<file path="config.mk">
export PLATFORM = sky130hd
export DESIGN_NAME = hazard_interlock
export DESIGN_NICKNAME = d
export VERILOG_FILES = /design/src/rtl/hz_pkg.sv /design/src/rtl/hz_match.sv /design/src/rtl/hz_operand.sv /design/src/rtl/hz_ctrl.sv /design/src/rtl/hz_fwd_reg.sv /design/src/rtl/hazard_interlock.sv
export SDC_FILE = /design/constraint.sdc
export NUM_CORES = 1
export LEC_CHECK = 0
export BUFFER_PORTS_ARGS = -buffer_cell sky130_fd_sc_hd__buf_4
export CORE_MARGIN = 2
export CORE_UTILIZATION = 34
export DETAILED_ROUTE_END_ITERATION = 7
export PLACE_DENSITY_LB_ADDON = 0.15
export SLEW_MARGIN = 20
export SYNTH_ARGS = -nofsm -noshare
export SYNTH_HDL_FRONTEND = slang
export SYNTH_HIERARCHICAL = 1
export SYNTH_SLANG_ARGS = --single-unit
</file>
<file path="constraint.sdc">
create_clock -name clk -period 1.71 [get_ports clk]
set_clock_uncertainty 0.2 [all_clocks]
set_input_delay 0.342 -clock clk [delete_from_list [all_inputs] [get_ports clk]]
set_output_delay 0.342 -clock clk [all_outputs]
set_load 0.005 [all_outputs]
</file>
<file path="src/rtl/hz_pkg.sv">
package hz_pkg;
  parameter int FWD_NONE = 0;
  parameter int FWD_WB   = 1;
  parameter int FWD_FULL = 2;

  parameter int BR_AT_EX = 0;
  parameter int BR_AT_ID = 1;

  typedef enum logic [1:0] {
    SRC_RF  = 2'd0,
    SRC_MEM = 2'd1,
    SRC_WB  = 2'd2
  } src_e;
endpackage

</file>
<file path="src/rtl/hz_match.sv">
module hz_match #(
  parameter int RW = 5
) (
  input  logic [RW-1:0] rs,
  input  logic          use_op,
  input  logic [RW-1:0] rd,
  input  logic          wen,
  output logic          hit
);
  assign hit = use_op && wen && (rd != '0) && (rs == rd);
endmodule

</file>
<file path="src/rtl/hz_operand.sv">
module hz_operand
  import hz_pkg::*;
#(
  parameter int RW        = 5,
  parameter int FWD_MODE  = FWD_FULL,
  parameter int RF_BYPASS = 1
) (
  input  logic          clk,
  input  logic          rst,
  input  logic [RW-1:0] rs,
  input  logic          use_op,
  input  logic [RW-1:0] ex_rd,
  input  logic          ex_wen,
  input  logic          ex_load,
  input  logic [RW-1:0] mem_rd,
  input  logic          mem_wen,
  input  logic          mem_load,
  input  logic [RW-1:0] wb_rd,
  input  logic          wb_wen,
  output logic          norm_stall,
  output logic          br_stall,
  output logic          br_fwd,
  output src_e          src_nxt
);
  localparam int NST = 3;
  localparam logic WB_BLOCKS = (RF_BYPASS == 0);
  localparam logic IS_FULL   = (FWD_MODE == FWD_FULL);

  logic [RW-1:0]  st_rd [NST];
  logic [NST-1:0] st_wen;
  logic [NST-1:0] hit;
  logic           wb_hold;

  assign st_rd[0] = ex_rd;
  assign st_rd[1] = mem_rd;
  assign st_rd[2] = wb_rd;
  assign st_wen   = {wb_wen, mem_wen, ex_wen};

  for (genvar k = 0; k < NST; k++) begin : g_stage
    hz_match #(.RW(RW)) u_match (
      .rs    (rs),
      .use_op(use_op),
      .rd    (st_rd[k]),
      .wen   (st_wen[k]),
      .hit   (hit[k])
    );
  end

  assign wb_hold = hit[2] && WB_BLOCKS;

  if (FWD_MODE == FWD_NONE) begin : g_none
    assign norm_stall = hit[0] || hit[1] || wb_hold;
    assign src_nxt    = SRC_RF;
  end else if (FWD_MODE == FWD_WB) begin : g_wb
    assign norm_stall = hit[0] || wb_hold;
    assign src_nxt    = hit[1] ? SRC_WB : SRC_RF;
  end else begin : g_full
    assign norm_stall = (hit[0] && ex_load) || wb_hold;
    assign src_nxt    = hit[0] ? (ex_load ? SRC_RF : SRC_MEM)
                      : (hit[1] ? SRC_WB : SRC_RF);
  end

  // operands of a decode-stage branch are needed one stage earlier
  assign br_stall = hit[0] || (hit[1] && (!IS_FULL || mem_load)) || wb_hold;
  assign br_fwd   = IS_FULL && hit[1] && !mem_load && !hit[0];

  AST_LOAD_NOT_EARLY: assert property (@(posedge clk) disable iff (rst)
    (hit[0] && ex_load) |-> (src_nxt != SRC_MEM));
  AST_REG0_SILENT: assert property (@(posedge clk) disable iff (rst)
    (rs == '0) |-> (!norm_stall && !br_stall && !br_fwd && src_nxt == SRC_RF));
endmodule

</file>
<file path="src/rtl/hz_ctrl.sv">
module hz_ctrl
  import hz_pkg::*;
#(
  parameter int NOPS     = 2,
  parameter int BR_STAGE = BR_AT_EX
) (
  input  logic            clk,
  input  logic            rst,
  input  logic [NOPS-1:0] norm_stall,
  input  logic [NOPS-1:0] br_stall,
  input  logic [NOPS-1:0] br_fwd,
  input  logic            id_branch,
  input  logic            br_taken,
  output logic            stall,
  output logic            bubble,
  output logic            flush_if,
  output logic            flush_id,
  output logic            advance,
  output logic [NOPS-1:0] id_fwd
);
  localparam logic AT_ID = (BR_STAGE == BR_AT_ID);

  logic hazard;

  assign hazard = (|norm_stall) || (AT_ID && id_branch && (|br_stall));

  if (BR_STAGE == BR_AT_ID) begin : g_id
    assign stall    = hazard;
    assign flush_if = br_taken && id_branch && !hazard;
    assign flush_id = 1'b0;
  end else begin : g_ex
    assign stall    = hazard && !br_taken;
    assign flush_if = br_taken;
    assign flush_id = br_taken;
  end

  assign bubble  = stall || flush_id;
  assign advance = !bubble;
  assign id_fwd  = (AT_ID && id_branch) ? br_fwd : '0;

  AST_FWD_NEEDS_FREE: assert property (@(posedge clk) disable iff (rst)
    (|id_fwd) |-> !(|norm_stall && AT_ID && |br_stall));
endmodule

</file>
<file path="src/rtl/hz_fwd_reg.sv">
module hz_fwd_reg
  import hz_pkg::*;
(
  input  logic clk,
  input  logic rst,
  input  logic advance,
  input  src_e src_nxt,
  output src_e src_q
);
  always_ff @(posedge clk) begin
    if (rst)          src_q <= SRC_RF;
    else if (advance) src_q <= src_nxt;
    else              src_q <= SRC_RF;
  end
endmodule

</file>
<file path="src/rtl/hazard_interlock.sv">
module hazard_interlock
  import hz_pkg::*;
#(
  parameter int RW        = 5,
  parameter int FWD_MODE  = FWD_FULL,
  parameter int BR_STAGE  = BR_AT_EX,
  parameter int RF_BYPASS = 1
) (
  input  logic          clk,
  input  logic          rst,
  input  logic [RW-1:0] id_rs1,
  input  logic          id_use1,
  input  logic [RW-1:0] id_rs2,
  input  logic          id_use2,
  input  logic          id_branch,
  input  logic [RW-1:0] ex_rd,
  input  logic          ex_wen,
  input  logic          ex_load,
  input  logic [RW-1:0] mem_rd,
  input  logic          mem_wen,
  input  logic          mem_load,
  input  logic [RW-1:0] wb_rd,
  input  logic          wb_wen,
  input  logic          br_taken,
  output logic          stall_if,
  output logic          stall_id,
  output logic          bubble_ex,
  output logic          flush_if,
  output logic          flush_id,
  output logic [1:0]    fwd_a,
  output logic [1:0]    fwd_b,
  output logic          id_fwd_a,
  output logic          id_fwd_b
);
  localparam int NOPS = 2;

  logic [RW-1:0]   op_rs  [NOPS];
  logic [NOPS-1:0] op_use;
  logic [NOPS-1:0] norm_stall, br_stall, br_fwd, id_fwd;
  src_e            src_nxt [NOPS];
  src_e            src_q   [NOPS];
  logic            stall, advance;

  assign op_rs[0] = id_rs1;
  assign op_rs[1] = id_rs2;
  assign op_use   = {id_use2, id_use1};

  for (genvar g = 0; g < NOPS; g++) begin : g_op
    hz_operand #(.RW(RW), .FWD_MODE(FWD_MODE), .RF_BYPASS(RF_BYPASS)) u_op (
      .clk       (clk),
      .rst       (rst),
      .rs        (op_rs[g]),
      .use_op    (op_use[g]),
      .ex_rd     (ex_rd),
      .ex_wen    (ex_wen),
      .ex_load   (ex_load),
      .mem_rd    (mem_rd),
      .mem_wen   (mem_wen),
      .mem_load  (mem_load),
      .wb_rd     (wb_rd),
      .wb_wen    (wb_wen),
      .norm_stall(norm_stall[g]),
      .br_stall  (br_stall[g]),
      .br_fwd    (br_fwd[g]),
      .src_nxt   (src_nxt[g])
    );

    hz_fwd_reg u_sel (
      .clk    (clk),
      .rst    (rst),
      .advance(advance),
      .src_nxt(src_nxt[g]),
      .src_q  (src_q[g])
    );
  end

  hz_ctrl #(.NOPS(NOPS), .BR_STAGE(BR_STAGE)) u_ctrl (
    .clk       (clk),
    .rst       (rst),
    .norm_stall(norm_stall),
    .br_stall  (br_stall),
    .br_fwd    (br_fwd),
    .id_branch (id_branch),
    .br_taken  (br_taken),
    .stall     (stall),
    .bubble    (bubble_ex),
    .flush_if  (flush_if),
    .flush_id  (flush_id),
    .advance   (advance),
    .id_fwd    (id_fwd)
  );

  assign stall_if = stall;
  assign stall_id = stall;
  assign fwd_a    = src_q[0];
  assign fwd_b    = src_q[1];
  assign id_fwd_a = id_fwd[0];
  assign id_fwd_b = id_fwd[1];

  AST_RESET_SEL: assert property (@(posedge clk)
    rst |=> (fwd_a == 2'd0 && fwd_b == 2'd0));
  AST_LOAD_USE: assert property (@(posedge clk) disable iff (rst)
    (ex_wen && ex_load && ex_rd != '0 && id_use1 && id_rs1 == ex_rd && !flush_id)
      |-> stall_id);
  AST_BUBBLE_CLEARS: assert property (@(posedge clk) disable iff (rst)
    bubble_ex |=> (fwd_a == 2'd0 && fwd_b == 2'd0));

  if (BR_STAGE == BR_AT_EX) begin : g_chk_ex
    AST_EX_FLUSH: assert property (@(posedge clk) disable iff (rst)
      br_taken |-> (flush_if && flush_id && bubble_ex && !stall_id));
  end else begin : g_chk_id
    AST_ID_FLUSH: assert property (@(posedge clk) disable iff (rst)
      flush_if |-> (!flush_id && !stall_id && id_branch && br_taken));
  end
endmodule

</file>
## Word-level counts from Yosys, hierarchy flattened

Index checks and enable logic that the tools add are counted.

- Memories kept: 0
- ROM bits: 0
- RAM bits: 0
- Latch bits: 0
- Input port bits: 36
- Flip-flop bits (word level): 4
- Word-level logic and storage cells: 32
- Output and inout port bits: 11

- $mul: 0
- Equality and inequality tests: 4
- Div/mod/pow operators: 0
- Bitwise gates (word level): 0
- Add/sub/neg operators: 0
- Shift-type cells: 0
- Order comparisons: 0
- Reductions and logical operators: 21
- Muxes and demuxes: 5

Operators by type and width:

| operator | number |
|---|---|
| $eq 5x5->1 | 4 |
| $logic_and 1x1->1 | 15 |
| $reduce_bool 5->1 | 2 |
| $mux 2 | 4 |
| $reduce_or 2->1 | 2 |
| $logic_not 1->1 | 1 |
| $logic_or 1x1->1 | 1 |
| $mux 1 | 1 |

## Logic depth before layout (Yosys ltp)

- Depth in word-level cells: 8
- Depth in mapped cells: 6
- Depth with buffers taken out: 6

## By module

Netlist, hierarchy kept.

Modules (own cells, without submodules):

| module | times used | cells an instance | area each (um^2) | seq. area each (um^2) |
|---|---|---|---|---|
| hz_match | 4 | 10 | 76.3 | 0.0 |
| hz_fwd_reg | 2 | 4 | 57.6 | 40.0 |
| hz_operand | 2 | 5 | 40.0 | 0.0 |
| hz_ctrl | 1 | 8 | 55.1 | 0.0 |
| hazard_interlock | 1 | 1 | 7.5 | 0.0 |

## Worst setup path after synthesis

OpenSTA, ideal clock, no wires.

- Path type: input -> output
- Start: input port ex_rd[3]
- End: output port bubble_ex
- Cell stages on the path: 5
- Path slack: -0.188 ns
- Required time: 1.168 ns
- Arrival time: 1.356 ns
- Buffers on the path: 0
- Path through: nor4_1 o21ai_0 nor3b_2 and2_1 or3_1

- Word-level cells in the longest chain between the ends: 7
- Elaborated cells between the ends (all ways): 12
- Those cells by class: eq/ne (2); reduce/logical (10)

Ends and longest elaborated chain:

| element | line | RTL |
|---|---|---|
| from (decl) | hazard_interlock.sv:16 | `input logic [RW-1:0] ex_rd,` |
| $reduce_bool 5->1 | hz_match.sv:10 | `assign hit = use_op && wen && (rd != '0) && (rs == rd);` |
| $logic_and 1x1->1 | hz_match.sv:10 |  |
| $logic_and 1x1->1 * | hz_match.sv:10 |  |
| named net g_op[1].u_op.hit[0] | hz_operand.sv:31 | `logic [NST-1:0] hit;` |
| $logic_and 1x1->1 * | hz_operand.sv:58 | `assign norm_stall = (hit[0] && ex_load) \|\| wb_hold;` |
| named net norm_stall[1] | hazard_interlock.sv:39 | `logic [NOPS-1:0] norm_stall, br_stall, br_fwd, id_fwd;` |
| $reduce_or 2->1 * | hz_ctrl.sv:25 | `assign hazard = (\|norm_stall) \|\| (AT_ID && id_branch && (\|br_stall));` |
| $logic_and 1x1->1 * | hz_ctrl.sv:32 | `assign stall = hazard && !br_taken;` |
| $logic_or 1x1->1 * | hz_ctrl.sv:37 | `assign bubble = stall \|\| flush_id;` |
| to (decl) | hazard_interlock.sv:27 | `output logic bubble_ex,` |

The timed path passes the listed nets; every way through them passes the cells marked *.

## Final worst setup path

Ends and elaborated chain as after synthesis.

==> results list <==
- Cell depth of the worst min-delay path: 2
* Vert. Die Dim: 43.2 um
- The startpoint identified for the worst hold timing path is rst.
- Clock tree synthesis selected as its root buffer the cell clkbuf_4.
- Across the VDD grid, the largest voltage drop is 0.220 mV.
* Maximum clock path buffer count: 2
- In the routed design, unresolved DRC markers number 0.
- Worst-case hold slack: 0.205 ns
- In this run the count of I/O pins placed on the die edge is 47.
- More flip-flops sit in one register than any other, and that register is g_op.u_sel/src_q.
- Max-cap violations in this run came to 0.
* Number of hold buffers added after CTS: 0
- Final worst setup slack: -0.392 ns
* Highest clock rate: 476 MHz
- Largest fanout on the critical path: 3
- Crit path time final: 2.10 ns
- At the placement stage, the worst setup path has a slack of -0.490 ns.
- The total count of hold-check failures in the final report was 0.
- Vias per cell: 4.82
- Dividing the detail-routed wire length by the instance count gives 11.6 um.
- Static Leak: 0.492 nW
* Setup repair after global routing missed its margin: yes
- Registers with the highest flip-flop counts: g_op.u_sel/src_q x4
* Number of buffers created by CTS: 3
* Initial Utilization: 0.355
* Core ar.: around 1500 um2
* Global-route congestion overflow total: 0
* Buffers & Inverters on Critical Path: 2
- Initial antenna violation count: 0
- At the end of routability-driven placement, the weighted congestion stood at 0.733.
* Accumulated negative setup slack: -1.13 ns
- Total power draw: between 300 and 400 uW
- TritonCTS built the clock tree.
* Remaining antenna violation count after routing: 0
* Delay of the slowest cell on the worst path: roughly 0.34 ns
- The via count of the first global-routing pass is 602.
- Dividing the final minimum period by the clock period gives 1.23.
- Kind of cell adding the most delay to the critical path: simple AND/OR/NAND/NOR gates
- STA puts the critical path data arrival time at 1.56 ns.
- Number of violations reported at the end of detailed-routing iteration 0: 5
- Share of post-route cells with drive strength above 1: 0.591
- For this design, the slowest cell found on the critical path is or3_1.
- Port buffering added 36 buffers.
- Counting every instance in the synthesized netlist gives 63.
- The final reports fail on negative setup slack.
- Ordered cell list for the critical path: buf_8, nor4_4, o21ai_1, nor3b_4, and2_4, or3_1, buf_4
- Pin count of the biggest net entering global routing: 6
- Register clock-pin slew on the reported worst setup and hold paths: 0.04 ns
- Sum of routed wire length over all layers: 1.52 mm
- Result of the run: finished with violations
- Worst Hold Path EP: g_op[0].u_sel/src_q[1]
- Class of the tightest hold or removal check: in -> reg
- The detailed router placed 632 vias in this run.
- Nets: 153
- The repair_antennas step left the layout with diodes totalling 0.
- The die is 43.2 um wide.
- Wire length of the first global-routing pass: 2.34 mm
- In this run the number of H-tree levels came out at 1.
- Yosys warning total: 6
- Flip-flop count of the largest register after layout: 4
- After synthesis the cells add up to 523 um2.
* Total routing resource utilization after global routing: 0.167
* Classification of the worst setup path: in -> out
- STA classifies the critical path startpoint as an input pin.
- Reg area: roughly 80 um2
* Number of max-slew violations in the final report: 0
- Post-detail-place hpwl: 1.25 mm
* Mean instance size in the synthesized netlist: around 8.3 um2
- The pre-antenna-repair detailed-routing pass consisted of 3 iterations.
* Post-route core utilization: 0.697
* Die Area: 1870 um2
* Final setup violation count: 3
- Sink count of the clock tree: 4
- The multi-input combinational cells in the finished layout cover a total of 464 um2.
* Power density of the placed cells: 390 nW/um2
- The filler cells instantiated in the layout total between 100 and 150.
- Count of standard-cell rows: 14
* Layout overhead on the synthesized area: 96.2%
- The worst setup path is captured at an output port.
- Data required time of the critical path: 1.17 ns
-- through the flow --
| step | cells | instance area, um2 |
|---|---|---|
| after CTS | 131 | 995 |
| after detailed placement | 125 | 896 |
| final | 131 | 1030 |
| after floorplan | 64 | 542 |
| after global placement | 125 | 896 |
| after global routing | 131 | 1030 |
-- layout make-up --
type / instances / share of cell area
flip-flops and latches: 4 / 0.0780
inverters: 4 / 0.0146
clock buffers: 3 / 0.0220
well taps: 16 / 0.0195
repair buffers: 53 / 0.413
multi-input cells: 51 / 0.452
-- power by group --
group          switching (mW)  total (mW)  internal, mW
clock network          0.0411       0.120        0.0787
logic                  0.0720       0.186         0.114
registers           0.0000525      0.0941        0.0940
-- metal layers --
metal	part of all wire	track usage
met1	0.38	0.202
met2	0.54	0.281
met3	0.064	0.0213
met4	0.015	0.0909
met5	0	0
-- timing repair --
item | CTS | global route
hold endpoints to repair | 0 | 0
buffers inserted | 3 | 0
pin swaps | 11 | 4
endpoints found under the setup margin | 7 | 7
cloned | 0 | 0
gates resized for setup | 12 | 5
-- placed cells by master, fill, tap and decap left out, drive strengths merged --
cell	instances
buf	53
xnor2	16
inv	4
o2111ai	4
nand3	4
and3b	4
dfxtp	4
nor3b	4
nor4	4
o21ai	4
clkbuf	3
and2b	2
and2	2
nor2b	2
conb	2
or3	1
nor3	1
o21ba	1
-- how the worst max path moves through the flow --
stage | cells after the start | to | startpoint
finish | 7 | bubble_ex | ex_rd[3]
global route | 7 | bubble_ex | ex_rd[1]
CTS | 7 | bubble_ex | ex_rd[3]
detailed placement | 7 | bubble_ex | ex_rd[3]
global placement | 7 | bubble_ex | ex_rd[3]
floorplan | 5 | bubble_ex | ex_rd[1]
(Power assumes the default switching activity.)
